<file path="src/rtl/xcs_pkg.sv">
package xcs_pkg;
  typedef enum logic [1:0] {
    ACC_RD  = 2'd0,
    ACC_WR  = 2'd1,
    ACC_FX  = 2'd2,
    ACC_BAD = 2'd3
  } acc_kind_e;

  localparam int OC_W     = 5;
  localparam int OC_BYP   = 0;
  localparam int OC_SEG   = 1;
  localparam int OC_NOENT = 2;
  localparam int OC_XLT   = 3;
  localparam int OC_CFG   = 4;
endpackage

</file>
<file path="src/rtl/xcs_quadrant.sv">
module xcs_quadrant #(
  parameter int PARTW = 12,
  parameter int PROCW = 20
) (
  input  logic [1:0]       quad,
  input  logic             hv,
  input  logic [PARTW-1:0] part_reg,
  input  logic [PROCW-1:0] proc_reg,
  output logic [PARTW-1:0] part_sel,
  output logic [PROCW-1:0] proc_sel,
  output logic             legal
);
  always_comb begin
    part_sel = '0;
    proc_sel = '0;
    legal    = 1'b1;
    if (hv) begin
      unique case (quad)
        2'd0: proc_sel = proc_reg;
        2'd1: begin part_sel = part_reg; proc_sel = proc_reg; end
        2'd2: part_sel = part_reg;
        default: ;
      endcase
    end else begin
      unique case (quad)
        2'd0: begin part_sel = part_reg; proc_sel = proc_reg; end
        2'd3: part_sel = part_reg;
        default: legal = 1'b0;
      endcase
    end
  end
endmodule

</file>
<file path="src/rtl/xcs_realmode.sv">
module xcs_realmode #(
  parameter int AW      = 64,
  parameter int CLRBITS = 4
) (
  input  logic [AW-1:0] ea,
  input  logic          is_fetch,
  input  logic          hv,
  input  logic          vhyp,
  input  logic          hv_impl,
  input  logic          ir,
  input  logic          dr,
  input  logic [AW-1:0] rmo,
  output logic          bypass,
  output logic [AW-1:0] raddr
);
  localparam logic [AW-1:0] KEEP_MASK = {{CLRBITS{1'b0}}, {(AW-CLRBITS){1'b1}}};

  logic reloc_on;
  logic add_rmo;

  assign reloc_on = is_fetch ? ir : dr;
  assign bypass   = (hv | vhyp) & ~reloc_on;
  assign add_rmo  = (hv | ~hv_impl) & ~ea[AW-1];
  assign raddr    = (ea & KEEP_MASK) | (add_rmo ? rmo : '0);
endmodule

</file>
<file path="src/rtl/xcs_prtb_bound.sv">
module xcs_prtb_bound #(
  parameter int PROCW   = 20,
  parameter int ENT_LG  = 4,
  parameter int SZW     = 5,
  parameter int BASE_LG = 12
) (
  input  logic [PROCW-1:0] proc_id,
  input  logic [SZW-1:0]   size_fld,
  output logic             fits
);
  localparam int OW  = PROCW + ENT_LG;
  localparam int SHW = SZW + 2;

  logic [OW-1:0]  byte_off;
  logic [SHW-1:0] size_lg;

  assign byte_off = {proc_id, {ENT_LG{1'b0}}};
  assign size_lg  = SHW'(size_fld) + SHW'(BASE_LG);
  assign fits     = ((byte_off >> size_lg) == '0);
endmodule

</file>
<file path="src/rtl/xlat_ctx_sel.sv">
module xlat_ctx_sel
  import xcs_pkg::*;
#(
  parameter int PARTW = 12,
  parameter int PROCW = 20
) (
  input  logic                clk,
  input  logic                rst_n,
  input  logic                req_valid,
  output logic                req_ready,
  input  logic [63:0]         req_ea,
  input  logic [1:0]          req_kind,
  input  logic                st_hv,
  input  logic                st_ir,
  input  logic                st_dr,
  input  logic                st_vhyp,
  input  logic                cfg_hv_impl,
  input  logic [PARTW-1:0]    reg_part,
  input  logic [PROCW-1:0]    reg_proc,
  input  logic [63:0]         reg_rmo,
  input  logic [4:0]          cfg_prts,
  output logic                rsp_valid,
  input  logic                rsp_ready,
  output logic [OC_W-1:0]     rsp_outcome,
  output logic [63:0]         rsp_raddr,
  output logic [2:0]          rsp_perm,
  output logic [PARTW-1:0]    rsp_part,
  output logic [PROCW-1:0]    rsp_proc,
  output logic                rsp_ifetch,
  output logic [63:0]         rsp_fault_addr
);
  localparam int AW = 64;

  logic             is_fetch, kind_bad;
  logic             byp;
  logic [AW-1:0]    byp_addr;
  logic [PARTW-1:0] q_part;
  logic [PROCW-1:0] q_proc;
  logic             q_legal;
  logic             tbl_fits;

  assign kind_bad = (req_kind == ACC_BAD);
  assign is_fetch = (req_kind == ACC_FX);

  xcs_realmode #(.AW(AW), .CLRBITS(4)) u_rm (
    .ea(req_ea), .is_fetch(is_fetch), .hv(st_hv), .vhyp(st_vhyp),
    .hv_impl(cfg_hv_impl), .ir(st_ir), .dr(st_dr), .rmo(reg_rmo),
    .bypass(byp), .raddr(byp_addr)
  );

  xcs_quadrant #(.PARTW(PARTW), .PROCW(PROCW)) u_quad (
    .quad(req_ea[AW-1:AW-2]), .hv(st_hv), .part_reg(reg_part),
    .proc_reg(reg_proc), .part_sel(q_part), .proc_sel(q_proc),
    .legal(q_legal)
  );

  xcs_prtb_bound #(.PROCW(PROCW), .ENT_LG(4), .SZW(5), .BASE_LG(12)) u_bound (
    .proc_id(q_proc), .size_fld(cfg_prts), .fits(tbl_fits)
  );

  // next-result formation, priority cfg > bypass > seg > noent > translate
  logic [OC_W-1:0]  n_oc;
  logic [AW-1:0]    n_raddr, n_faddr;
  logic [2:0]       n_perm;
  logic [PARTW-1:0] n_part;
  logic [PROCW-1:0] n_proc;
  logic             n_ifetch;

  always_comb begin
    n_oc     = '0;
    n_raddr  = '0;
    n_faddr  = '0;
    n_perm   = 3'b000;
    n_part   = '0;
    n_proc   = '0;
    n_ifetch = 1'b0;
    if (kind_bad) begin
      n_oc[OC_CFG] = 1'b1;
    end else if (byp) begin
      n_oc[OC_BYP] = 1'b1;
      n_raddr      = byp_addr;
      n_perm       = 3'b111;
    end else if (!q_legal || !tbl_fits) begin
      if (!q_legal) n_oc[OC_SEG]   = 1'b1;
      else          n_oc[OC_NOENT] = 1'b1;
      n_ifetch = is_fetch;
      n_faddr  = is_fetch ? '0 : req_ea;
    end else begin
      n_oc[OC_XLT] = 1'b1;
      n_part       = q_part;
      n_proc       = q_proc;
    end
  end

  // single result slot toward the walker
  logic load;
  assign req_ready = ~rsp_valid | rsp_ready;
  assign load      = req_valid & req_ready;

  always_ff @(posedge clk) begin
    if (!rst_n) begin
      rsp_valid      <= 1'b0;
      rsp_outcome    <= '0;
      rsp_raddr      <= '0;
      rsp_perm       <= '0;
      rsp_part       <= '0;
      rsp_proc       <= '0;
      rsp_ifetch     <= 1'b0;
      rsp_fault_addr <= '0;
    end else begin
      if (load) begin
        rsp_valid      <= 1'b1;
        rsp_outcome    <= n_oc;
        rsp_raddr      <= n_raddr;
        rsp_perm       <= n_perm;
        rsp_part       <= n_part;
        rsp_proc       <= n_proc;
        rsp_ifetch     <= n_ifetch;
        rsp_fault_addr <= n_faddr;
      end else if (rsp_ready) begin
        rsp_valid <= 1'b0;
      end
    end
  end

  a_r10_hold: assert property (@(posedge clk) disable iff (!rst_n)
    (rsp_valid && !rsp_ready) |=> (rsp_valid && $stable(rsp_outcome)
                                   && $stable(rsp_raddr) && $stable(rsp_proc)));

  a_r9_onehot: assert property (@(posedge clk) disable iff (!rst_n)
    rsp_valid |-> ($countones(rsp_outcome) == 1));

  a_r4_perm: assert property (@(posedge clk) disable iff (!rst_n)
    (rsp_valid && rsp_outcome[OC_BYP]) |-> (rsp_perm == 3'b111));

  a_r5_hv_no_seg: assert property (@(posedge clk) disable iff (!rst_n)
    (req_valid && req_ready && st_hv) |=> !rsp_outcome[OC_SEG]);

  a_r1_cfg: assert property (@(posedge clk) disable iff (!rst_n)
    (req_valid && req_ready && req_kind == 2'd3) |=> rsp_outcome[OC_CFG]);

  a_r7_fetch_addr: assert property (@(posedge clk) disable iff (!rst_n)
    (rsp_valid && rsp_ifetch) |-> (rsp_fault_addr == 64'd0));
endmodule

</file>
<file path="config.mk">
export PLATFORM = sky130hd
export DESIGN_NAME = xlat_ctx_sel
export DESIGN_NICKNAME = d
export VERILOG_FILES = /design/src/rtl/xcs_pkg.sv /design/src/rtl/xcs_quadrant.sv /design/src/rtl/xcs_realmode.sv /design/src/rtl/xcs_prtb_bound.sv /design/src/rtl/xlat_ctx_sel.sv
export SDC_FILE = /design/constraint.sdc
export NUM_CORES = 1
export LEC_CHECK = 0
export BUFFER_PORTS_ARGS = -buffer_cell sky130_fd_sc_hd__buf_2
export CORE_ASPECT_RATIO = 0.5
export CORE_MARGIN = 1
export CORE_UTILIZATION = 50
export CTS_CLUSTER_DIAMETER = 80
export DETAILED_ROUTE_END_ITERATION = 16
export HOLD_SLACK_MARGIN = 0.02
export PLACE_DENSITY = 0.84
export SLEW_MARGIN = 20
export SYNTH_ARGS = -nofsm -noshare
export SYNTH_HDL_FRONTEND = slang
export SYNTH_HIERARCHICAL = 1
export SYNTH_SLANG_ARGS = --single-unit
</file>
<file path="constraint.sdc">
create_clock -name clk -period 2.99 [get_ports clk]
set_input_delay 0.1495 -clock clk [delete_from_list [all_inputs] [get_ports clk]]
set_output_delay 0.1495 -clock clk [all_outputs]
set_load 0.03 [all_outputs]
</file>
* Yosys cells after proc, flatten, opt, wreduce, memory -nomap -nowiden
Index checks and enable logic that the tools add are counted.
** Word-level totals
- Register bits :: 170
- Input port bits :: 176
- Output and inout bits :: 171
- Logic and storage cells :: 72
** Operators by class
- $add $sub $neg :: 1
- Equality and inequality tests :: 5
- Shift operators :: 1
- Mux-type cells :: 37
- Bitwise operators :: 11
- Reductions and logical operators :: 9
** Operators by type and width (count)
- $mux 64 :: 7
- $mux 20 :: 6
- $mux 12 :: 6
- $or 60x64->64 :: 1
- $logic_not 24->1 :: 1
- $shr 24x7->24 :: 1
- $mux 1 :: 13
- $mux 3 :: 3
- $eq 2x2->1 const B :: 4
- $add 5x4->6 const B :: 1
- $reduce_or 2->1 :: 3
- $mux 4 :: 1
- $not 1->1 :: 4
- $and 1x1->1 :: 3
- $or 1x1->1 :: 3
- $eq 2x1->1 const B :: 1
- $logic_not 1->1 :: 2
- $logic_not 2->1 :: 1
- $mux 2 :: 1
- $reduce_bool 2->1 :: 1
- $logic_or 1x1->1 :: 1

* Depth between registers and ports, before layout
Gate-level depths: netlist of run 1.
- Depth in word-level cells :: 11
- Mapped depth :: 14
- Gate-level depth less buffers :: 11

* Hierarchy
Netlist of run 1, hierarchy kept.
** Modules (own cells, without submodules)
- xlat_ctx_sel :: instances 1, cells each 765, area an instance 6703.9 sq um, seq. area each 3343.2 sq um
- xcs_realmode :: instances 1, cells each 81, area an instance 690.7 sq um, seq. area each 0.0 sq um
- xcs_quadrant :: instances 1, cells each 42, area an instance 272.8 sq um, seq. area each 0.0 sq um
- xcs_prtb_bound :: instances 1, cells each 19, area an instance 126.4 sq um, seq. area each 0.0 sq um

* Least setup slack after synthesis of run 1
Ideal clock, no wire load.
- Path type :: input port to flip-flop
- Start point :: input req_ea[63]
- End point :: register rsp_part[10]
- Setup time :: 75 ps
- Data arrival time :: 2030 ps
- Required time :: 2915 ps
- Setup slack :: 886 ps
- Stages on the path :: 13
- Path buffers :: 2
- Path through :: inv_1 ha_1 a21oi_1 buf_2 nor2b_1 mux2_4 o21ai_2 nand3_1 o211ai_2 nand2_1 nand4b_2 buf_2 o22ai_1
** On the way
- Cells in the longest elaborated chain, start to end :: 11
- Elaborated cells between the ends (all ways) :: 23
- Those cells by class :: eq/ne (3); shift (1); mux (11); reduce/logical (8)
** Ends and longest elaborated chain
- start: declaration :: line xlat_ctx_sel.sv:11 : input logic [63:0] req_ea,
- $eq 2x1->1 or $logic_not 2->1 (tied branches) :: line xcs_quadrant.sv:18, xcs_quadrant.sv:25
- $reduce_or 2->1 (no line)
- $mux 20 :: line xcs_quadrant.sv:18 : unique case (quad)
- $mux 20 (*) :: line xcs_quadrant.sv:17 : if (hv) begin
- named net q_proc[12] :: line xlat_ctx_sel.sv:38 : logic [PROCW-1:0] q_proc;
- $shr 24x7->24 (*) :: line xcs_prtb_bound.sv:19 : assign fits = ((byte_off >> size_lg) == '0);
- $logic_not 24->1 (*) :: line xcs_prtb_bound.sv:19
- named net tbl_fits :: line xlat_ctx_sel.sv:40 : logic tbl_fits;
- $logic_not 1->1 (*) :: line xlat_ctx_sel.sv:83 : end else if (!q_legal || !tbl_fits) begin
- $logic_or 1x1->1 (*) :: line xlat_ctx_sel.sv:83
- $mux 12 (*) :: line xlat_ctx_sel.sv:83
- $mux 12 (*) :: line xlat_ctx_sel.sv:79 : end else if (byp) begin
- $mux 12 (*) :: line xlat_ctx_sel.sv:77 : if (kind_bad) begin
- end signal: assignment :: line xlat_ctx_sel.sv:116 : rsp_part <= n_part;
- end: declaration :: line xlat_ctx_sel.sv:27 : output logic [PARTW-1:0] rsp_part,
Mark *: on every way through the listed nets, which the timed path passes. The rest lies on a longest branch.
A chain may end at the register's enable or synchronous reset.

* Final worst setup path of run 1
- Start point :: input req_ea[63]
- End point :: register rsp_fault_addr[0]
** On the way
- Cells in the longest elaborated chain, start to end :: 11
- Elaborated cells between the ends (all ways) :: 18
- Those cells by class :: eq/ne (2); shift (1); mux (8); reduce/logical (7)
** Ends and longest elaborated chain
- $eq 2x1->1 or $logic_not 2->1 (tied branches) :: line xcs_quadrant.sv:18, xcs_quadrant.sv:25
- $reduce_or 2->1 (no line)
- $mux 20 :: line xcs_quadrant.sv:18
- $mux 20 (*) :: line xcs_quadrant.sv:17
- named net q_proc[12] :: line xlat_ctx_sel.sv:38
- $shr 24x7->24 (*) :: line xcs_prtb_bound.sv:19
- $logic_not 24->1 (*) :: line xcs_prtb_bound.sv:19
- named net tbl_fits :: line xlat_ctx_sel.sv:40
- $logic_not 1->1 (*) :: line xlat_ctx_sel.sv:83
- $logic_or 1x1->1 (*) :: line xlat_ctx_sel.sv:83
- $mux 64 (*) :: line xlat_ctx_sel.sv:83
- $mux 64 (*) :: line xlat_ctx_sel.sv:79
- $mux 64 (*) :: line xlat_ctx_sel.sv:77
- end signal: assignment :: line xlat_ctx_sel.sv:119 : rsp_fault_addr <= n_faddr;
- end: declaration :: line xlat_ctx_sel.sv:30 : output logic [63:0] rsp_fault_addr
Marks and branches as above.

==> summary.md, run 1 <==
| Metric | Value |
|---|---|
| Internal power | `3.81 mW` |
| Post-route ant nets | `0` |
| Post-synth top area share | `42.9%` |
| Root Buffer | `clkbuf_16` |
| Total GRT Usage | `32.0%` |
| Placed cell count | `1368` |
| Synth area leaders | `dfxtp_1, o22ai_2, nand2_1, a31o_1, nand4_1` |
| Starting density of the core | `52.5%` |
| Global-route wire length before repair | `41200 µm` |
| Net load switching power | `1.55 mW` |
| Sw Share | `28.9%` |
| Post-CTS Setup Inserts | `0` |
| Leak pwr | `4.47 nW` |
| Layout Nets | `1412` |
| H-tree levels | `4` |
| Worst setup SP type | `input port` |
| Worst Tran Pin Value | `0.913 ns` |
| Mapped Cells | `907` |
| Comb power frac | `17.2%` |
| Synthesized Nets | `1085` |
| Hpwl dp | `17400 µm` |
| PwrDens | `513 nW/µm²` |
| Most frequent cells after synthesis | `nand2_1, dfxtp_1, a21oi_1, nand4_1, o22ai_2` |
| Layout Cells excl Fill | `1445` |
| DR vias/cell | `5.79` |
| Chip height | `90.3 µm` |
| Min Tclk post-route | `2.81 ns` |
| Routability cong. | `0.886` |
| Vias in the first global route | `8166` |
| Die width | `179 µm` |
| Fin crit share | `93.9%` |
| Final instance area | `10400 µm²` |
| Sequential fraction of design power | `43.2%` |
| Ports | `347` |
| Post-Syn Area | `7790 µm²` |
| Pin count of the biggest net entering global routing | `73` |
| Max-slew headroom | `38.7%` |
| Max-cap violations | `0` |
| Syn. warnings | `6` |
| Drt initial violations | `668` |
| Die area | `16100 µm²` |
| Area leader, netlist | `dfxtp_1` |
| Finish-stage setup viols | `0` |
| Core area | `14900 µm²` |
| Slew Limit Fails | `0` |
| Final Util | `70.3%` |
| Area delta synth->final | `34.0%` |
| Worst skew pair latency | `0.41 ns` |
| WP data arrival | `3.07 ns` |
| Cts hold-fix bufs | `44` |
| Max clock buf depth | `2` |
| Vias | `8367` |
| Clk pwr share | `39.6%` |
| Setup_tns | `0 ns` |
| Clk slew on worst S/H paths | `0.07 ns` |
| Hold Slack | `0.0367 ns` |
| Fin. Hold Viols | `0` |
| Critical path class | `in2reg` |
| Avg Cell Area, Syn | `8.59 µm²` |
| Ys flop type | `dfxtp_1` |
| Worst-path maximum fanout | `34` |
| Router iterations before antenna repair | `7` |
| Sink Count | `167` |
| Unrepaired setup endpoints after global routing | `false` |
| Cts repair resizes | `0` |
| Routed len/inst | `18.3 µm` |
| Critical path endpoint category | `register` |
| Fraction of registers with async set/reset | `0%` |
| CTS Buf Count | `17` |
| Top-count cell post-synth | `nand2_1` |
| Dpl ws | `0.425 ns` |
| Buffers on Ports | `346` |
| Sequential element share of the synthesized area | `42.9%` |
| FMAX | `356 MHz` |
| Post-synth cell types | `44` |
| Initial antenna violation count | `0` |
| Final wirelength | `26500 µm` |
| GRT Residual Overflow | `0` |
| Final Skew | `0.0149 ns` |
| EDFF count, synth | `0` |
| Layout cells sized above 1 | `37.9%` |
| DRC viols | `0` |
| CTS tree | `yes` |
| Worst path required time | `3.25 ns` |
| Num rows | `31` |
| Ant diodes | `0` |
| Worst setup margin | `0.183 ns` |
| Dpl cell area | `9430 µm²` |
| Hold Crit Class | `in2reg` |
| Outcome | `finished clean` |
| VDD IR-drop max | `0.000494 V` |
| Yosys reg bits | `167` |
| Total power | `5.35 mW` |
-- placed cells by master (no fill, tap or decap), types with 3 or more instances in the layout --
master         netlist  routed
nand4_1             66      66
dfxtp_1            167     167
o22ai_2             60      60
clkinvlp_4           0       3
inv_1                4       4
and2_1              11      11
o21ai_0             58      58
inv_2                3       3
clkbuf_16            0      17
nor2b_1             24      23
a31o_1              56      56
a31o_2               4       4
buf_12               0       3
buf_2               36     345
buf_4                7      17
inv_6                0       3
o21ai_1             14      14
o22ai_1             36      36
a21oi_1             75      75
nand2_1            195     195
dlygate4sd3_1        0      45
and3_1               4       4
clkinv_4             0       4
-- area by class of cell --
| class | count | area, µm² |
|---|---|---|
| Clock buffer | 20 | 447 |
| Clock inverter | 12 | 119 |
| Fill cell | 1192 | 4410 |
| Inverter | 8 | 32.5 |
| Multi-Input combinational cell | 629 | 3880 |
| Sequential cell | 167 | 3340 |
| Tap cell | 198 | 248 |
| Timing Repair Buffer | 411 | 2380 |
-- cell families (layout without fill, tap and decap cells) --
family / after synthesis / in the layout / share of synthesized area, %
mux: 3 / 3 / 0.466
xor+xnor: 1 / 1 / 0.112
flops: 167 / 167 / 42.9
fa+ha+maj: 2 / 2 / 0.321
buf+inv: 111 / 451 / 7.64
simple gates: 313 / 313 / 19.1
compound gates: 310 / 310 / 29.4
-- power by group through the flow --
stage	logic [mW]	registers, mW	clock network [mW]
2_1_floorplan	0.446	2.48	0
3_3_place_gp	0.842	2.36	0
3_5_place_dp	0.855	2.36	0
4_1_cts	0.903	2.31	2.16
5_1_grt	0.976	2.32	2.27
6_report	0.919	2.31	2.12
-- final timing paths --
path / startpoint / to / slack (ns) / cells past startpoint
max: req_ea[63] / rsp_fault_addr[0]$_SDFFE_PN0P_ / 0.18 / 15
min: req_ea[44] / rsp_fault_addr[44]$_SDFFE_PN0P_ / 0.04 / 3
max reg2reg: rsp_valid$_SDFFE_PN0P_ / rsp_fault_addr[0]$_SDFFE_PN0P_ / 1.18 / 5
min reg2reg: rsp_proc[8]$_SDFFE_PN0P_ / rsp_proc[8]$_SDFFE_PN0P_ / 0.47 / 2
-- registers in the layout (all words and copies together) (netlist names) --
signal / count
rsp_raddr: 64
rsp_proc: 20
rsp_valid: 1
rsp_part: 12
rsp_fault_addr: 64
rsp_ifetch: 1
rsp_outcome: 5
-- critical path, cell delays in order --
cell	delay, ns
dlygate4sd3_1	0.53
buf_2	0.13
inv_1	0.07
ha_1	0.19
a21oi_1	0.14
buf_4	0.22
nor2b_1	0.10
mux2_4	0.28
o21ai_2	0.10
nand3_1	0.09
o211ai_2	0.24
nand2_1	0.14
nand4b_1	0.24
buf_12	0.29
o22ai_1	0.15
-- metal layers --
metal,up-vias,part of all wire (%),global-route usage (%)
li1,3913,-,-
met1,3915,41,39.3
met2,429,48,52.6
met3,110,7.2,6.02
met4,0,4.7,17.8
met5,-,0,0
(Power assumes the default switching activity.)
==> run 2, diff against run 1 <==
--- a/config.mk
+++ b/config.mk
@@ -5,6 +5,7 @@
 export SDC_FILE = /design/constraint.sdc
 export NUM_CORES = 1
 export LEC_CHECK = 0
+export ABC_AREA = 1
 export BUFFER_PORTS_ARGS = -buffer_cell sky130_fd_sc_hd__buf_2
 export CORE_ASPECT_RATIO = 0.5
 export CORE_MARGIN = 1
@@ -12,7 +13,7 @@
 export CTS_CLUSTER_DIAMETER = 80
 export DETAILED_ROUTE_END_ITERATION = 16
 export HOLD_SLACK_MARGIN = 0.02
-export PLACE_DENSITY = 0.84
+export PLACE_DENSITY = 0.82
 export SLEW_MARGIN = 20
 export SYNTH_ARGS = -nofsm -noshare
 export SYNTH_HDL_FRONTEND = slang
==> run 2 against run 1 <==
  * Combinational power up 7.1%
  * Synthesized area is 9.1% higher
  * Wire length down 1.2%
  * Clock skew is essentially flat
  * Critical path depth is 1 higher
  * Clock-buffer cell count up 2
  * Register-to-register slack worse by 0.04 ns
  * Via count up 14%
  * Core utilization decreased by 5.1 points
  * Sequential cell count stayed put
  * Critical path type unchanged
  * Largest power group unchanged
==> summary.md, run 2 <==
| Metric | Value |
|---|---|
| Mapped Cells | `1308` |
| Routability cong. | `0.926` |
| Avg Cell Area, Syn | `6.50 µm²` |
| Critical path endpoint category | `register` |
| Sequential element share of the synthesized area | `39.3%` |
| Yosys reg bits | `167` |
| Die width | `186 µm` |
| Buffers on Ports | `346` |
| Sink Count | `167` |
| Global-route wire length before repair | `41200 µm` |
| Worst-path maximum fanout | `65` |
| Min Tclk post-route | `2.17 ns` |
| Max-cap violations | `0` |
| CTS tree | `yes` |
| Fraction of registers with async set/reset | `0%` |
| WP data arrival | `2.52 ns` |
| Ports | `347` |
| Outcome | `finished clean` |
| Setup_tns | `0 ns` |
| Post-CTS Setup Inserts | `0` |
| EDFF count, synth | `0` |
| Worst Path Buf+Inv | `4` |
| Slew Limit Fails | `0` |
| Synth area leaders | `dfxtp_1, nand3_1, nand2_1, a21oi_1, inv_1` |
| Core area | `16500 µm²` |
| Pin count of the biggest net entering global routing | `167` |
| Critical path's slowest cell | `a21oi_1` |
| Worst Tran Pin Value | `0.891 ns` |
| Num rows | `33` |
| VDD IR-drop max | `0.000429 V` |
| Area leader, netlist | `dfxtp_1` |
| Ys flop type | `dfxtp_1` |
| Synthesized Nets | `1486` |
| Post-synth cell types | `22` |
| Die area | `17600 µm²` |
| Most frequent cells in the layout | `buf_2, nand3_1, nand2_1` |
| DRC viols | `0` |
| Critical path class | `in2reg` |
| Worst path required time | `3.34 ns` |
| Max-slew headroom | `40.5%` |
| DR vias/cell | `5.26` |
| Placed cell count | `1789` |
| CP top delay family | `compound AO/OA/AOI/OAI gates` |
| Finish-stage setup viols | `0` |
| Critical Path, Cell by Cell | `buf_2 > inv_1 > ha_1 > inv_1 > a21oi_1 > nand2_1 > nand3b_2 > nand2_1 > nand2_1 > nand2_1 > nand2_1 > nand3_1 > a21oi_4 > buf_12 > nand3_1 > a21oi_1` |
| Most frequent cells after synthesis | `nand3_1, nand2_1, a21oi_1, dfxtp_1, inv_1` |
| Unrepaired setup endpoints after global routing | `false` |
| Layout Nets | `1760` |
| Final wirelength | `26200 µm` |
| Area delta synth->final | `26.6%` |
| Chip height | `94.2 µm` |
| Drt initial violations | `761` |
| GRT Residual Overflow | `0` |
| Leak pwr | `5.46 nW` |
| Fin crit share | `72.4%` |
| Cts hold-fix bufs | `1` |
| Clk slew on worst S/H paths | `0.07 ns` |
| Total GRT Usage | `29.0%` |
| Largest registers | `rsp_fault_addr (64), rsp_raddr (64), rsp_proc (20)` |
| Routed len/inst | `14.4 µm` |
| CTS Buf Count | `17` |
| Hpwl dp | `17500 µm` |
| H-tree levels | `4` |
| Layout cells sized above 1 | `26.6%` |
| Cts repair resizes | `0` |
| Worst setup SP type | `input port` |
| Max incr delay on CP | `0.38 ns` |
| Final Skew | `0.0151 ns` |
| Syn. warnings | `6` |
| Commonest non-fill, non-tap cell in the layout | `buf_2` |
| Starting density of the core | `51.5%` |
| Post-Syn Area | `8500 µm²` |
| Post-synth top area share | `39.3%` |
| Worst skew pair latency | `0.42 ns` |
| Max clock buf depth | `2` |
| Router iterations before antenna repair | `5` |
| Vias in the first global route | `8317` |
| Vias | `9570` |
| Initial antenna violation count | `1` |
| Top-count cell post-synth | `nand3_1` |
| Layout Cells excl Fill | `1821` |
| PwrDens | `514 nW/µm²` |
| Fin. Hold Viols | `0` |
| Post-route ant nets | `0` |
| Root Buffer | `clkbuf_16` |
| Fillers | `1580` |
| FMAX | `462 MHz` |
| Cell repeated most along the worst path | `nand2_1` |
| Hold Crit Class | `in2reg` |
run 2: changes by cell type after synthesis, moves of 23 or more:
cell and delta:
buf_2 +23, o22ai_2 -60, nand2_1 +67, nand3_1 +280, a31o_1 -56, nand4_1 -66, o21ai_0 -55, inv_1 +162
a21oi_1 +103, o22ai_1 -36, nor2_1 +107, nor2b_1 -24
run 2: worst reg2reg max path: cells and delay by family, from the launching register on:
family	cells	cell delay [ns]
AND/OR/NAND/NOR	3	0.78
buffers and inverters	1	0.44
flip-flops	1	0.39
AO/OA/AOI/OAI	1	0.16
run 2: cell families after synthesis:
logic type               synth area share (%)
buffers and inverters                    14.6
AO/OA/AOI/OAI                            12.1
adder cells (fa/ha/maj)                 0.294
AND/OR/NAND/NOR                          33.7
flip-flops                               39.3
run 2: path summary, 6_finish.rpt:
| path | cells after the start | start | slack (ns) | to |
|---|---|---|---|---|
| hold reg to reg | 2 | rsp_fault_addr[29]$_SDFFE_PN0P_ | 0.46 | rsp_fault_addr[29]$_SDFFE_PN0P_ |
| setup reg to reg | 5 | rsp_valid$_SDFFE_PN0P_ | 1.14 | rsp_fault_addr[54]$_SDFFE_PN0P_ |
| hold / removal | 3 | req_valid | 0.04 | rsp_valid$_SDFFE_PN0P_ |
| setup / recovery | 16 | req_ea[63] | 0.82 | rsp_fault_addr[37]$_SDFFE_PN0P_ |
run 2: layer usage:
layer / wire [µm] / GRT usage, % / vias to the layer above
li1: - / - / 4697
met1: 10900 / 35.8 / 4407
met2: 12800 / 49.9 / 408
met3: 1810 / 6.05 / 58
met4: 745 / 11.6 / 0
met5: 0 / 0 / -
run 2: area by class of cell:
cell class                 instances  area, µm²  area share (%)
antenna                            1       2.50          0.0233
clock buffer                      22        464            4.31
clock inverter                     8        121            1.13
inverter                         172        648            6.02
multi-input combinational        856       3950            36.7
sequential                       167       3340            31.1
tap                              227        284            2.64
timing repair buffer             368       1950            18.1
run 2: through the flow:
stage	cell area, µm²	worst slack [ns]	power, mW	hold slack, ns	util (%)
CTS	10800	0.831	5.57	0.0269	65.2
finish	10800	0.825	5.54	0.0397	65.2
floorplan	8500	0.832	3.03	0.285	-
detailed placement	10200	0.387	3.34	0.437	61.5
global route	10800	0.511	5.78	0.0318	65.2
global placement	10200	0.511	3.33	0.430	61.5
run 2: power breakdown:
part,switching [mW],internal [mW]
registers,0.0326,2.29
clock network,0.882,1.35
logic,0.673,0.311
==> run 3, diff against run 2 <==
--- a/config.mk
+++ b/config.mk
@@ -9,11 +9,11 @@
 export BUFFER_PORTS_ARGS = -buffer_cell sky130_fd_sc_hd__buf_2
 export CORE_ASPECT_RATIO = 0.5
 export CORE_MARGIN = 1
-export CORE_UTILIZATION = 50
+export CORE_UTILIZATION = 49
 export CTS_CLUSTER_DIAMETER = 80
 export DETAILED_ROUTE_END_ITERATION = 16
 export HOLD_SLACK_MARGIN = 0.02
-export PLACE_DENSITY = 0.82
+export PLACE_DENSITY = 0.81
 export SLEW_MARGIN = 20
 export SYNTH_ARGS = -nofsm -noshare
 export SYNTH_HDL_FRONTEND = slang
==> constraint.sdc (replaced) <==
create_clock -name clk -period 2.25 [get_ports clk]
set_input_delay 0.1125 -clock clk [delete_from_list [all_inputs] [get_ports clk]]
set_output_delay 0.1125 -clock clk [all_outputs]
set_load 0.03 [all_outputs]
==> run 3 against run 2 <==
  * Sequential power grew 33%
  * Cell count rose by 0.77%
  * Non-clock buffer count rose by 17
  * Highest routed layer unchanged
==> summary.md, run 3 (synthesized netlist as in run 2, its figures left out) <==
| Metric | Value |
|---|---|
| CTS Buf Count | `17` |
| Worst Hold End | `rsp_fault_addr[38]$_SDFFE_PN0P_` |
| Leak pwr | `5.57 nW` |
| Worst R2R Setup Slack | `0.68 ns` |
| Cts repair resizes | `0` |
| Slew Limit Fails | `0` |
| Finish-stage setup viols | `0` |
| Pin count of the biggest net entering global routing | `112` |
| Area delta synth->final | `29.1%` |
| Ports | `347` |
| Total GRT Usage | `29.7%` |
| Sink Count | `167` |
| FMAX | `512 MHz` |
| Final instance area | `11000 µm²` |
| Critical path's slowest cell | `a21oi_1` |
| Critical path endpoint category | `register` |
| Wire length on met2 | `13200 µm` |
| Setup_tns | `0 ns` |
| Worst Path Buf+Inv | `4` |
| DR WL met3 | `2010 µm` |
| Cts hold-fix bufs | `2` |
| Die width | `188 µm` |
| Worst reg2reg path startpoint | `rsp_valid$_SDFFE_PN0P_` |
| Hold_sp | `req_ea[38]` |
| Fin. Hold Viols | `0` |
| Routability cong. | `0.955` |
| Drt initial violations | `721` |
| Hpwl dp | `18600 µm` |
| Starting density of the core | `51.0%` |
| Chip height | `95.1 µm` |
| Core area | `16700 µm²` |
| Post-route ant nets | `0` |
| Die area | `17900 µm²` |
| DR vias/cell | `5.24` |
| Layout Nets | `1777` |
| Num rows | `33` |
| Worst setup SP type | `input port` |
| Most frequent cells in the layout | `buf_2, nand3_1, nand2_1` |
| Hold depth | `5` |
| Worst Tran Pin Value | `0.730 ns` |
| Final Skew | `0.0123 ns` |
| CP top delay family | `simple AND/OR/NAND/NOR gates` |
| Max clock buf depth | `2` |
| Worst Reg-to-Reg Cells | `5` |
| Clk slew on worst S/H paths | `0.06 ns` |
| WP data arrival | `2.29 ns` |
| Buffers on Ports | `346` |
| Vias | `9610` |
| Unrepaired setup endpoints after global routing | `false` |
| Largest registers | `rsp_fault_addr (64), rsp_raddr (64), rsp_proc (20)` |
| Routed len/inst | `14.8 µm` |
| Max-slew headroom | `51.3%` |
| Outcome | `finished clean` |
| Reg-to-reg endpoint | `rsp_fault_addr[40]$_SDFFE_PN0P_` |
| Router iterations before antenna repair | `5` |
| Vias in the first global route | `8822` |
| Cell repeated most along the worst path | `nand3_1` |
| Placed cell count | `1805` |
| Root Buffer | `clkbuf_16` |
| GRT Residual Overflow | `0` |
| Final Util | `65.8%` |
| Highest Signal Layer | `met4` |
| Critical path class | `in2reg` |
| PwrDens | `690 nW/µm²` |
| Max-cap violations | `0` |
| Ant diodes | `0` |
| Metal-1 WL | `11100 µm` |
| Commonest non-fill, non-tap cell in the layout | `buf_2` |
| Layout Cells excl Fill | `1835` |
| Final wirelength | `27100 µm` |
| VDD IR-drop max | `0.000568 V` |
| Initial antenna violation count | `0` |
| CTS tree | `yes` |
| Worst-path maximum fanout | `32` |
| Worst skew pair latency | `0.42 ns` |
| Worst path depth | `16` |
| Global-route wire length before repair | `42700 µm` |
| Post-CTS Setup Inserts | `0` |
| Hold Crit Class | `in2reg` |
| Min Tclk post-route | `1.95 ns` |
| H-tree levels | `4` |
| DRC viols | `0` |
| Fin crit share | `86.9%` |
| Max incr delay on CP | `0.28 ns` |
| Layout cells sized above 1 | `27.3%` |
| Critical Path, Cell by Cell | `buf_2 > inv_1 > ha_1 > nand2_2 > a21oi_1 > inv_1 > nand2_1 > nand2_1 > nand3_2 > nor2_2 > nand3_1 > nand3_1 > a21oi_4 > buf_12 > nand3_1 > a21oi_1` |
| Dpl cell area | `10300 µm²` |
| Worst path required time | `2.59 ns` |
[run 3: cell types whose count changed in the layout (fill, tap and decap cells not counted), sizes merged]
| cell | before | now |
|---|---|---|
| clkinv | 3 | 2 |
| dlygate4sd3 | 1 | 2 |
| clkbuf | 22 | 19 |
| diode | 1 | 0 |
| bufinv | 3 | 5 |
| clkinvlp | 1 | 2 |
| inv | 173 | 172 |
| buf | 367 | 383 |
[run 3: layer usage]
metal  up-vias  GRT usage (%)
met1      4395           35.6
met4         0           14.0
met2       418           51.3
met3        66           6.70
li1       4731              -
met5         -              0
[run 3: through the flow]
step	setup WS, ns	hold WS (ns)	power (mW)
after floorplan	0.129	0.248	4.03
after global placement	-0.00789	0.407	4.47
after detailed placement	-0.104	0.417	4.49
after CTS	0.316	0.0212	7.62
after global routing	0.0594	0.0460	7.90
final	0.295	0.0437	7.58
[run 3: worst reg2reg max path: stages, from the launching register on]
cell,delay [ns]
dfxtp_1,0.39
nand2_1,0.15
nand2_4,0.19
buf_4,0.47
nand2_1,0.13
a21oi_1,0.18
[run 3: layout make-up]
cell class / count / area [µm²]
Clock inverter: 9 / 179
Inverter: 172 / 648
Sequential cell: 167 / 3340
Multi-Input combinational cell: 856 / 3950
Timing Repair Buffer: 385 / 2140
Clock buffer: 19 / 433
Fill cell: 1530 / 5700
Tap cell: 227 / 284
[run 3: worst max-delay path by stage]
stage | startpoint | to | slack, ns
after detailed placement | req_ea[63] | rsp_fault_addr[61]$_SDFFE_PN0P_ | -0.10
after floorplan | req_ea[63] | rsp_fault_addr[50]$_SDFFE_PN0P_ | 0.13
after global routing | req_ea[63] | rsp_fault_addr[49]$_SDFFE_PN0P_ | 0.06
final | req_ea[63] | rsp_fault_addr[47]$_SDFFE_PN0P_ | 0.30
after CTS | req_ea[63] | rsp_fault_addr[47]$_SDFFE_PN0P_ | 0.32
after global placement | req_ea[63] | rsp_fault_addr[37]$_SDFFE_PN0P_ | -0.008
[run 3: where the power goes]
group          internal [mW]  switching (mW)
Sequential              3.04          0.0443
Combinational          0.452           0.911
Clock                   1.95            1.18
Total                   5.44            2.14
